File: config.mk
export PLATFORM = sky130hd
export DESIGN_NAME = sbox_tower
export DESIGN_NICKNAME = d
export VERILOG_FILES = /design/src/rtl/sbox_tower.sv
export SDC_FILE = /design/constraint.sdc
export NUM_CORES = 1
export LEC_CHECK = 0
export BUFFER_PORTS_ARGS = -buffer_cell sky130_fd_sc_hd__clkbuf_2
export CELL_PAD_IN_SITES_DETAIL_PLACEMENT = 2
export CELL_PAD_IN_SITES_GLOBAL_PLACEMENT = 2
export CORE_MARGIN = 5
export CORE_UTILIZATION = 42
export DETAILED_ROUTE_END_ITERATION = 12
export PLACE_DENSITY_LB_ADDON = 0.25
export SLEW_MARGIN = 20
export SYNTH_ARGS = -nofsm -noshare
export SYNTH_HDL_FRONTEND = slang
export SYNTH_SLANG_ARGS = --single-unit
File: constraint.sdc
create_clock -name vclk -period 13.23
set_clock_uncertainty 0.15 [all_clocks]
set_input_delay 1.323 -clock vclk [all_inputs]
set_output_delay 1.323 -clock vclk [all_outputs]
set_load 0.005 [all_outputs]
File: src/rtl/sbox_tower.sv
module sbox_tower #(
  parameter logic [7:0] AFF_CONST = 8'h63,
  parameter logic [8:0] AES_POLY  = 9'h11B
) (
  input  logic [7:0] byte_in,
  output logic [7:0] byte_out
);

  localparam logic [1:0] PHI = 2'b10;

  function automatic logic [1:0] f4_mul(input logic [1:0] a, input logic [1:0] b);
    f4_mul = {(a[1] & b[1]) ^ (a[1] & b[0]) ^ (a[0] & b[1]),
              (a[1] & b[1]) ^ (a[0] & b[0])};
  endfunction

  function automatic logic [1:0] f4_sq(input logic [1:0] a);
    f4_sq = {a[1], a[1] ^ a[0]};
  endfunction

  function automatic logic [3:0] f16_mul(input logic [3:0] a, input logic [3:0] b);
    logic [1:0] hh;
    hh = f4_mul(a[3:2], b[3:2]);
    f16_mul = {hh ^ f4_mul(a[3:2], b[1:0]) ^ f4_mul(a[1:0], b[3:2]),
               f4_mul(hh, PHI) ^ f4_mul(a[1:0], b[1:0])};
  endfunction

  function automatic logic [3:0] f16_inv(input logic [3:0] a);
    logic [1:0] d, di;
    d  = f4_mul(f4_sq(a[3:2]), PHI) ^ f4_mul(a[3:2], a[1:0]) ^ f4_sq(a[1:0]);
    di = f4_sq(d);
    f16_inv = {f4_mul(a[3:2], di), f4_mul(a[1:0] ^ a[3:2], di)};
  endfunction

  function automatic logic [7:0] f256_mul(input logic [7:0] a, input logic [7:0] b,
                                          input logic [3:0] lam);
    logic [3:0] hh;
    hh = f16_mul(a[7:4], b[7:4]);
    f256_mul = {hh ^ f16_mul(a[7:4], b[3:0]) ^ f16_mul(a[3:0], b[7:4]),
                f16_mul(hh, lam) ^ f16_mul(a[3:0], b[3:0])};
  endfunction

  function automatic logic [3:0] pick_lambda();
    logic hit, done;
    pick_lambda = 4'h1;
    done = 1'b0;
    for (int l = 1; l < 16; l++) begin
      hit = 1'b0;
      for (int s = 0; s < 16; s++)
        if ((f16_mul(4'(s), 4'(s)) ^ 4'(s)) == 4'(l)) hit = 1'b1;
      if (!hit && !done) begin
        pick_lambda = 4'(l);
        done = 1'b1;
      end
    end
  endfunction

  localparam logic [3:0] LAM = pick_lambda();

  function automatic logic [7:0] apply_map(input logic [63:0] m, input logic [7:0] a);
    apply_map = 8'h00;
    for (int k = 0; k < 8; k++)
      if (a[k]) apply_map = apply_map ^ m[8*k +: 8];
  endfunction

  function automatic logic [63:0] build_fwd();
    logic [7:0] p [0:8];
    logic [7:0] v, acc;
    logic done;
    build_fwd = '0;
    done = 1'b0;
    for (int h = 0; h < 16; h++)
      for (int l = 0; l < 16; l++) begin
        v = {4'(h), 4'(l)};
        p[0] = 8'h01;
        for (int k = 1; k < 9; k++) p[k] = f256_mul(p[k-1], v, LAM);
        acc = 8'h00;
        for (int k = 0; k < 9; k++)
          if (AES_POLY[k]) acc = acc ^ p[k];
        if (v != 8'h00 && acc == 8'h00 && !done) begin
          done = 1'b1;
          for (int k = 0; k < 8; k++) build_fwd[8*k +: 8] = p[k];
        end
      end
  endfunction

  localparam logic [63:0] TO_TOWER = build_fwd();

  function automatic logic [63:0] build_back();
    logic [7:0] a;
    build_back = '0;
    for (int j = 0; j < 8; j++)
      for (int h = 0; h < 16; h++)
        for (int l = 0; l < 16; l++) begin
          a = {4'(h), 4'(l)};
          if (apply_map(TO_TOWER, a) == (8'h01 << j)) build_back[8*j +: 8] = a;
        end
  endfunction

  localparam logic [63:0] FROM_TOWER = build_back();

  logic [7:0] tw_in, tw_inv, inv_std;
  logic [3:0] tw_d, tw_di;

  assign tw_in = apply_map(TO_TOWER, byte_in);
  assign tw_d  = f16_mul(f16_mul(tw_in[7:4], tw_in[7:4]), LAM)
               ^ f16_mul(tw_in[7:4], tw_in[3:0])
               ^ f16_mul(tw_in[3:0], tw_in[3:0]);
  assign tw_di  = f16_inv(tw_d);
  assign tw_inv = {f16_mul(tw_in[7:4], tw_di), f16_mul(tw_in[3:0] ^ tw_in[7:4], tw_di)};
  assign inv_std = apply_map(FROM_TOWER, tw_inv);

  always_comb begin
    for (int i = 0; i < 8; i++)
      byte_out[i] = inv_std[i] ^ inv_std[(i+4)%8] ^ inv_std[(i+5)%8]
                  ^ inv_std[(i+6)%8] ^ inv_std[(i+7)%8] ^ AFF_CONST[i];
  end

  function automatic logic [7:0] std_mul(input logic [7:0] a, input logic [7:0] b);
    logic [7:0] x;
    std_mul = 8'h00;
    x = a;
    for (int k = 0; k < 8; k++) begin
      if (b[k]) std_mul = std_mul ^ x;
      x = x[7] ? ((x << 1) ^ AES_POLY[7:0]) : (x << 1);
    end
  endfunction

  always_comb begin
    assert_inverse_product_R8: assert (byte_in == 8'h00 || std_mul(byte_in, inv_std) == 8'h01);
    assert_zero_inverse_R3: assert (byte_in != 8'h00 || inv_std == 8'h00);
    assert_no_fixed_point_R7: assert (byte_out != byte_in);
    assert_no_opposite_point_R7: assert (byte_out != ~byte_in);
  end

endmodule

==> metrics.txt, run 1 <==
max_cap viols=0; most used cell, CP=xnor2_1; slew at the pin with the worst max-slew slack=0.8683 ns; initial antenna violation count=0; Crit. Startpoint=byte_in[3]; crit path time final=9.007 ns; Hold Buf Count CTS=0; Sequential Area=0 um2; Worst Hold Depth=7; total track usage=0.1981; Critical Path End Type=output pin; Fin. Hold Viols=0; CP max-delay cell=a31oi_2; Nets=271; final cell count without fillers=323; commonest non-fill, non-tap cell in the layout=xnor2_1; mapped cell area=between 2000 and 2500 um2; RePlAce Congestion=approximately 0.77; largest net degree at the start of global routing=19; fillers=587; Slew Viols, Final=0; RSZ-0062 raised after global routing=false; critical path class=input pin to output pin; syn_nets=approximately 270; post_cts resized=0; vias=1,892; setup bufs post-CTS=0; most frequent cells in the layout=xnor2_1, nor2_1, o21ai_0, nand2_1, clkbuf_2; worst-path cell chain=clkbuf_2 > xor3_2 > xnor2_4 > inv_2 > ha_1 > xnor2_1 > xnor2_4 > xor3_1 > ha_1 > xnor2_1 > or3_1 > a31oi_2 > nor2_1 > mux2_1 > a22oi_2 > xnor2_1 > xnor3_2 > xor2_1 > xor2_1 > clkbuf_2; Die W=80.96 um; Min-Delay Path Class=input pin to output pin; cell count after placement=323; grt total ovfl=0; sequential cell count=0; Initial Util=0.4390; row count=25; Critical Path RT=11.76 ns; met2 wire length=3.106 mm; average size of a mapped cell=8.196 um2; die height=80.96 um; fmax=around 0.11 GHz; hpwl dp=~5.2 mm; core outline area=4817 um2; Startpoint Class=input pin; area grow syn2layout=2.722%; Critical Path AT=between 7 and 8 ns; crit share post-route=0.6808; router iterations before antenna repair=4; wl on met1=3.028 mm; Total Die Area=6554 um2; final setup fails=0; number of global-route vias before repair=1,978; Worst slew margin=0.4193; setup TNS=0 ns; Synth cell types=between 70 and 80; clk_buf instances=0; final wirelength=6.283 mm; critical path's top delay family=XOR/XNOR gates; Vias/cell=5.858; DP Area=between 2000 and 2500 um2; Antenna Nets Post-Route=0; Syn Inst Count=roughly 260; status=finished, final reports clean; metal3 WL=124 um; Starting DRT DRC Count=71; Max FO, Critical Path=18; PortBufs=16; WP depth=20; fin area=roughly 2200 um2; highest routed layer=met4; sequential share of the synthesized area=0; CP Buf/Inv Count=3; Antenna diodes=0; io pins=16; hold_sp=byte_in[3]; first-pass GRT wire length=10.27 mm; yosys warns=0; WL per Instance=19.45 um; DRC Markers=0; proportion of layout cells with a drive suffix above 1=0.2148; CP peak stage delay=0.73 ns
## worst paths after layout
| check | to | slack, ns |
|---|---|---|
| setup / recovery | byte_out[4] | 4.22 |
| hold / removal | byte_out[6] | 3.40 |
## cells in the mapped netlist (all sizes together), types with 6 or more instances
| cell | instances | share of area |
|---|---|---|
| clkbuf | 6 | 0.011 |
| xor2 | 16 | 0.080 |
| a21oi | 12 | 0.030 |
| inv | 11 | 0.020 |
| o21ai | 19 | 0.047 |
| xnor3 | 7 | 0.076 |
| nor2 | 23 | 0.046 |
| nand2 | 16 | 0.028 |
| nor3 | 6 | 0.020 |
| and3 | 6 | 0.020 |
| xnor2 | 41 | 0.21 |
| buf | 12 | 0.040 |
## cell families (layout without fill, tap and decap cells)
logic type / count (synthesis) / count (layout) / synth area share
AO/OA/AOI/OAI: 66 / 66 / 0.2296
AND/OR/NAND/NOR: 79 / 79 / 0.2024
XOR/XNOR: 68 / 68 / 0.4136
multiplexers: 10 / 10 / 0.05029
buffers and inverters: 29 / 27 / 0.06982
adder cells (fa/ha/maj): 6 / 6 / 0.03432
## per-stage QoR
| step | util | hold slack (ns) | setup WS [ns] |
|---|---|---|---|
| 4_1_cts | 0.4509 | 3.414 | 4.178 |
| 5_1_grt | 0.4509 | 3.502 | 3.740 |
| 3_3_place_gp | 0.4509 | 3.374 | 4.512 |
| 6_report | 0.4509 | 3.395 | 4.223 |
| 3_5_place_dp | 0.4509 | 3.414 | 4.195 |
| 2_1_floorplan | - | 3.054 | 5.216 |
## per-layer routing
metal,GRT usage,up-vias
met3,0.001109,2
met5,0,-
met2,0.3654,23
met4,0.005068,0
met1,0.2731,946
li1,-,921
## final cells by class
cell class,instances,area (um2),area share
Timing Repair Buffer,16,80.08,0.03687
Tap cell,67,83.83,0.03859
Multi-Input combinational cell,229,1967,0.9055
Inverter,11,41.29,0.01901
Power of run 1 is not shown: default switching activity piles up to over one toggle a cycle in this logic, so the estimate is an artifact.
==> run 2: changes to the inputs <==
- ABC_AREA: not set -> 1
- CORE_UTILIZATION: 42 -> 32
- clock period: 13.23 -> 8.8 ns (I/O delays scaled with it)
==> metrics.txt, run 2 <==
sequential share of the synthesized area=0; grt total ovfl=0; number of global-route vias before repair=3,427; RePlAce Congestion=0.8658; hold_sp=byte_in[3]; Synth cell types=34; initial antenna violation count=0; Slew Viols, Final=0; core outline area=roughly 7700 um2; clk_buf instances=0; Critical Path RT=7.77 ns; Critical Path End Type=output pin; post_cts resized=0; largest net degree at the start of global routing=19; top-area cell type share of the netlist area=0.3416; crit share post-route=0.8198; slew at the pin with the worst max-slew slack=around 0.84 ns; Worst slew margin=0.4387; Antenna diodes=0; CP max-delay cell=nand2_1; vias=3,126; Sequential Area=0 um2; total track usage=0.1914; Min-Delay Path Class=input pin to output pin; row count=32; syn_nets=506; Antenna Nets Post-Route=0; yosys warns=0; Total Die Area=between 9000 and 10,000 um2; final wirelength=slightly above 9 mm; average size of a mapped cell=5.127 um2; Max FO, Critical Path=12; DRC Markers=0; mapped cell area=about 2500 um2; hpwl dp=8.075 mm; WL per Instance=15.14 um; Startpoint Class=input pin; status=finished, final reports clean; Area contributors post-synth=nand2_1, nand3_1, nand2_2; Die W=between 90 and 100 um; fmax=approximately 0.14 GHz; Hold Buf Count CTS=0; sequential cell count=0; Crit. Startpoint=byte_in[2]; Starting DRT DRC Count=between 70 and 80; area grow syn2layout=6.386%; fillers=1,069; die height=98.87 um; RSZ-0062 raised after global routing=false; Syn Inst Count=493; CP peak stage delay=0.40 ns; most common cell in the synthesized netlist=nand2_1; critical path class=input pin to output pin; first-pass GRT wire length=16.10 mm; Vias/cell=about 5.2; Critical Path AT=6.18 ns; commonest non-fill, non-tap cell in the layout=nand2_1; commonest cells in the netlist=nand2_1, nand3_1, inv_1; setup TNS=0 ns; final setup fails=0; most used cell, CP=nand2_1; io pins=16; leading area contributor after synthesis=nand2_1; setup bufs post-CTS=0; proportion of layout cells with a drive suffix above 1=0.1869; router iterations before antenna repair=4; PortBufs=16; crit path time final=7.214 ns; Nets=518; most frequent cells in the layout=nand2_1, nand3_1, inv_1, nand2_2, xor2_1; Initial Util=0.3271; Fin. Hold Viols=0; max_cap viols=0
## run 2: final cells by class
class,count,area [um2],share of cell area
Multi-Input combinational cell,433,2272,0.8450
Timing Repair Buffer,16,80.08,0.02978
Inverter,54,209.0,0.07771
Tap cell,102,127.6,0.04746
## run 2: routing by layer
| metal | GRT usage | part of all wire |
|---|---|---|
| met1 | 0.2463 | 0.48 |
| met2 | 0.3724 | 0.51 |
| met3 | 0.002831 | 0.013 |
| met4 | 0.005252 | 0 |
| met5 | 0 | 0 |
## run 2: worst paths after layout
kind              cells after the start     endpoint  slack, ns
setup / recovery                     47  byte_out[0]       1.59
hold / removal                       11  byte_out[1]       2.77
## run 2: kinds of logic (layout without fill, tap and decap cells)
family / after synthesis / count (layout) / share of synthesized area
simple gates: 388 / 388 / 0.7243
buf+inv: 60 / 70 / 0.1010
xor+xnor: 27 / 27 / 0.1084
compound gates: 13 / 13 / 0.04158
fa+ha+maj: 5 / 5 / 0.02475
## run 2: per-stage QoR
stage	hold WS [ns]	instance area (um2)	util	instances	setup WS, ns
after global routing	2.902	2689	0.3480	605	1.005
after detailed placement	2.776	2689	0.3480	605	1.576
after global placement	2.727	2689	0.3480	605	2.025
final	2.765	2689	0.3480	605	1.586
after floorplan	2.209	2527	-	493	2.981
after CTS	2.779	2689	0.3480	605	1.571
## run 2: critical path: cells and delay by family
family | cells | cell delay, ns
AOI/OAI and AO/OA | 1 | 0.21
buffers and inverters | 10 | 0.89
adders and majority gates | 2 | 0.42
and+or+nand+nor | 34 | 3.76
Power of run 2 is left out for the same reason.
==> run 3: changes to the inputs <==
- ABC_AREA: 1 -> 0
- CORE_UTILIZATION: 32 -> 39
- clock period: 8.8 -> 7.3 ns (I/O delays scaled with it)
==> metrics.txt, run 3 (synthesized netlist as in run 1, its figures left out) <==
DRC Markers=0; fmax=0.1451 GHz; Sequential Area=0 um2; proportion of layout cells with a drive suffix above 1=0.2757; slew at the pin with the worst max-slew slack=0.5443 ns; first-pass GRT wire length=approximately 11 mm; fin area=around 2300 um2; Die W=83.64 um; RSZ-0062 raised after global routing=false; Critical Path End Type=output pin; WL per Instance=18.67 um; Antenna diodes=0; sequential cell count=0; Min-Delay Path Class=input pin to output pin; grt total ovfl=0; critical path class=input pin to output pin; Startpoint Class=input pin; initial antenna violation count=0; area grow syn2layout=9.408%; die height=approximately 84 um; Max FO, Critical Path=15; Critical Path RT=6.42 ns; core outline area=5172 um2; vias=1,941; total track usage=0.1839; crit path time final=about 6.9 ns; fillers=599; final setup fails=0; router iterations before antenna repair=4; Starting DRT DRC Count=46; setup TNS=0 ns; Total Die Area=6995 um2; Nets=287; Fin. Hold Viols=0; largest net degree at the start of global routing=17; commonest non-fill, non-tap cell in the layout=xnor2_1; row count=26; Initial Util=0.4088; final wirelength=6.385 mm; Hold Buf Count CTS=0; io pins=16; Slew Viols, Final=0; number of global-route vias before repair=2,105; hpwl dp=5.265 mm; PortBufs=16; status=finished, final reports clean; crit share post-route=0.9438; max_cap viols=0; RePlAce Congestion=around 0.76; most frequent cells in the layout=xnor2_1, nor2_1, o21ai_0; clk_buf instances=0; Vias/cell=5.675; DP Area=2266 um2; Worst slew margin=0.6359; Antenna Nets Post-Route=0; Critical Path AT=6.01 ns
==> run 3: changes by cell type in the layout (fill, tap and decap cells not counted), sizes merged, moves of 7 or more <==
cell / change
nand4: -9
buf: +16
inv: -42
o21ai: +11
xnor3: +7
nand3: -86
xnor2: +34
a21oi: +11
nand2: -250
==> run 3: final cells by class <==
type               count  area (um2)  share of cell area
well taps             70       87.58             0.03786
inverters             11       41.29             0.01785
repair buffers        32       200.2             0.08653
multi-input cells    229        1984              0.8578
==> run 3: stage by stage <==
stage / hold slack (ns) / std cells / util / worst slack (ns)
after floorplan: 1.868 / 258 / - / 0.4723
after global placement: 2.099 / 338 / 0.4381 / 0.1539
after detailed placement: 2.144 / 338 / 0.4381 / 0.01743
after CTS: 2.152 / 338 / 0.4381 / 0.01112
after global routing: 2.249 / 342 / 0.4473 / 0.06698
final: 2.158 / 342 / 0.4473 / 0.4103
==> run 3: timing repair <==
item,CTS,global route
gates resized for setup,0,4
setup buffers,0,4
endpoints found under the setup margin,0,6
==> run 3: worst max-delay path: stages <==
cell and delay (ns):
clkbuf_2 0.22, xnor3_1 0.60, inv_2 0.17, ha_1 0.22, xnor2_1 0.21, xnor2_1 0.17
xnor2_1 0.19, xnor3_2 0.41, ha_2 0.36, nor3b_2 0.20, a22o_1 0.38, or2_4 0.37
a311o_1 0.40, xnor2_2 0.30, xor3_2 0.56, xor2_2 0.21, xnor2_1 0.18, clkbuf_2 0.14
==> run 3: per-layer routing <==
layer	wire length [um]	share of wire	global-route usage	up-vias
li1	-	-	-	953
met1	2996	0.47	0.2501	965
met2	3267	0.51	0.3413	19
met3	74	0.012	0.001974	4
met4	46	0.0072	0.007310	0
met5	0	0	0	-
==> run 3: path summary, 6_finish.rpt <==
| kind | startpoint | end | slack [ns] | cells past startpoint |
|---|---|---|---|---|
| worst min-delay path | byte_in[2] | byte_out[6] | 2.16 | 7 |
| worst max-delay path | byte_in[4] | byte_out[3] | 0.41 | 18 |
Power of run 3 is left out for the same reason.
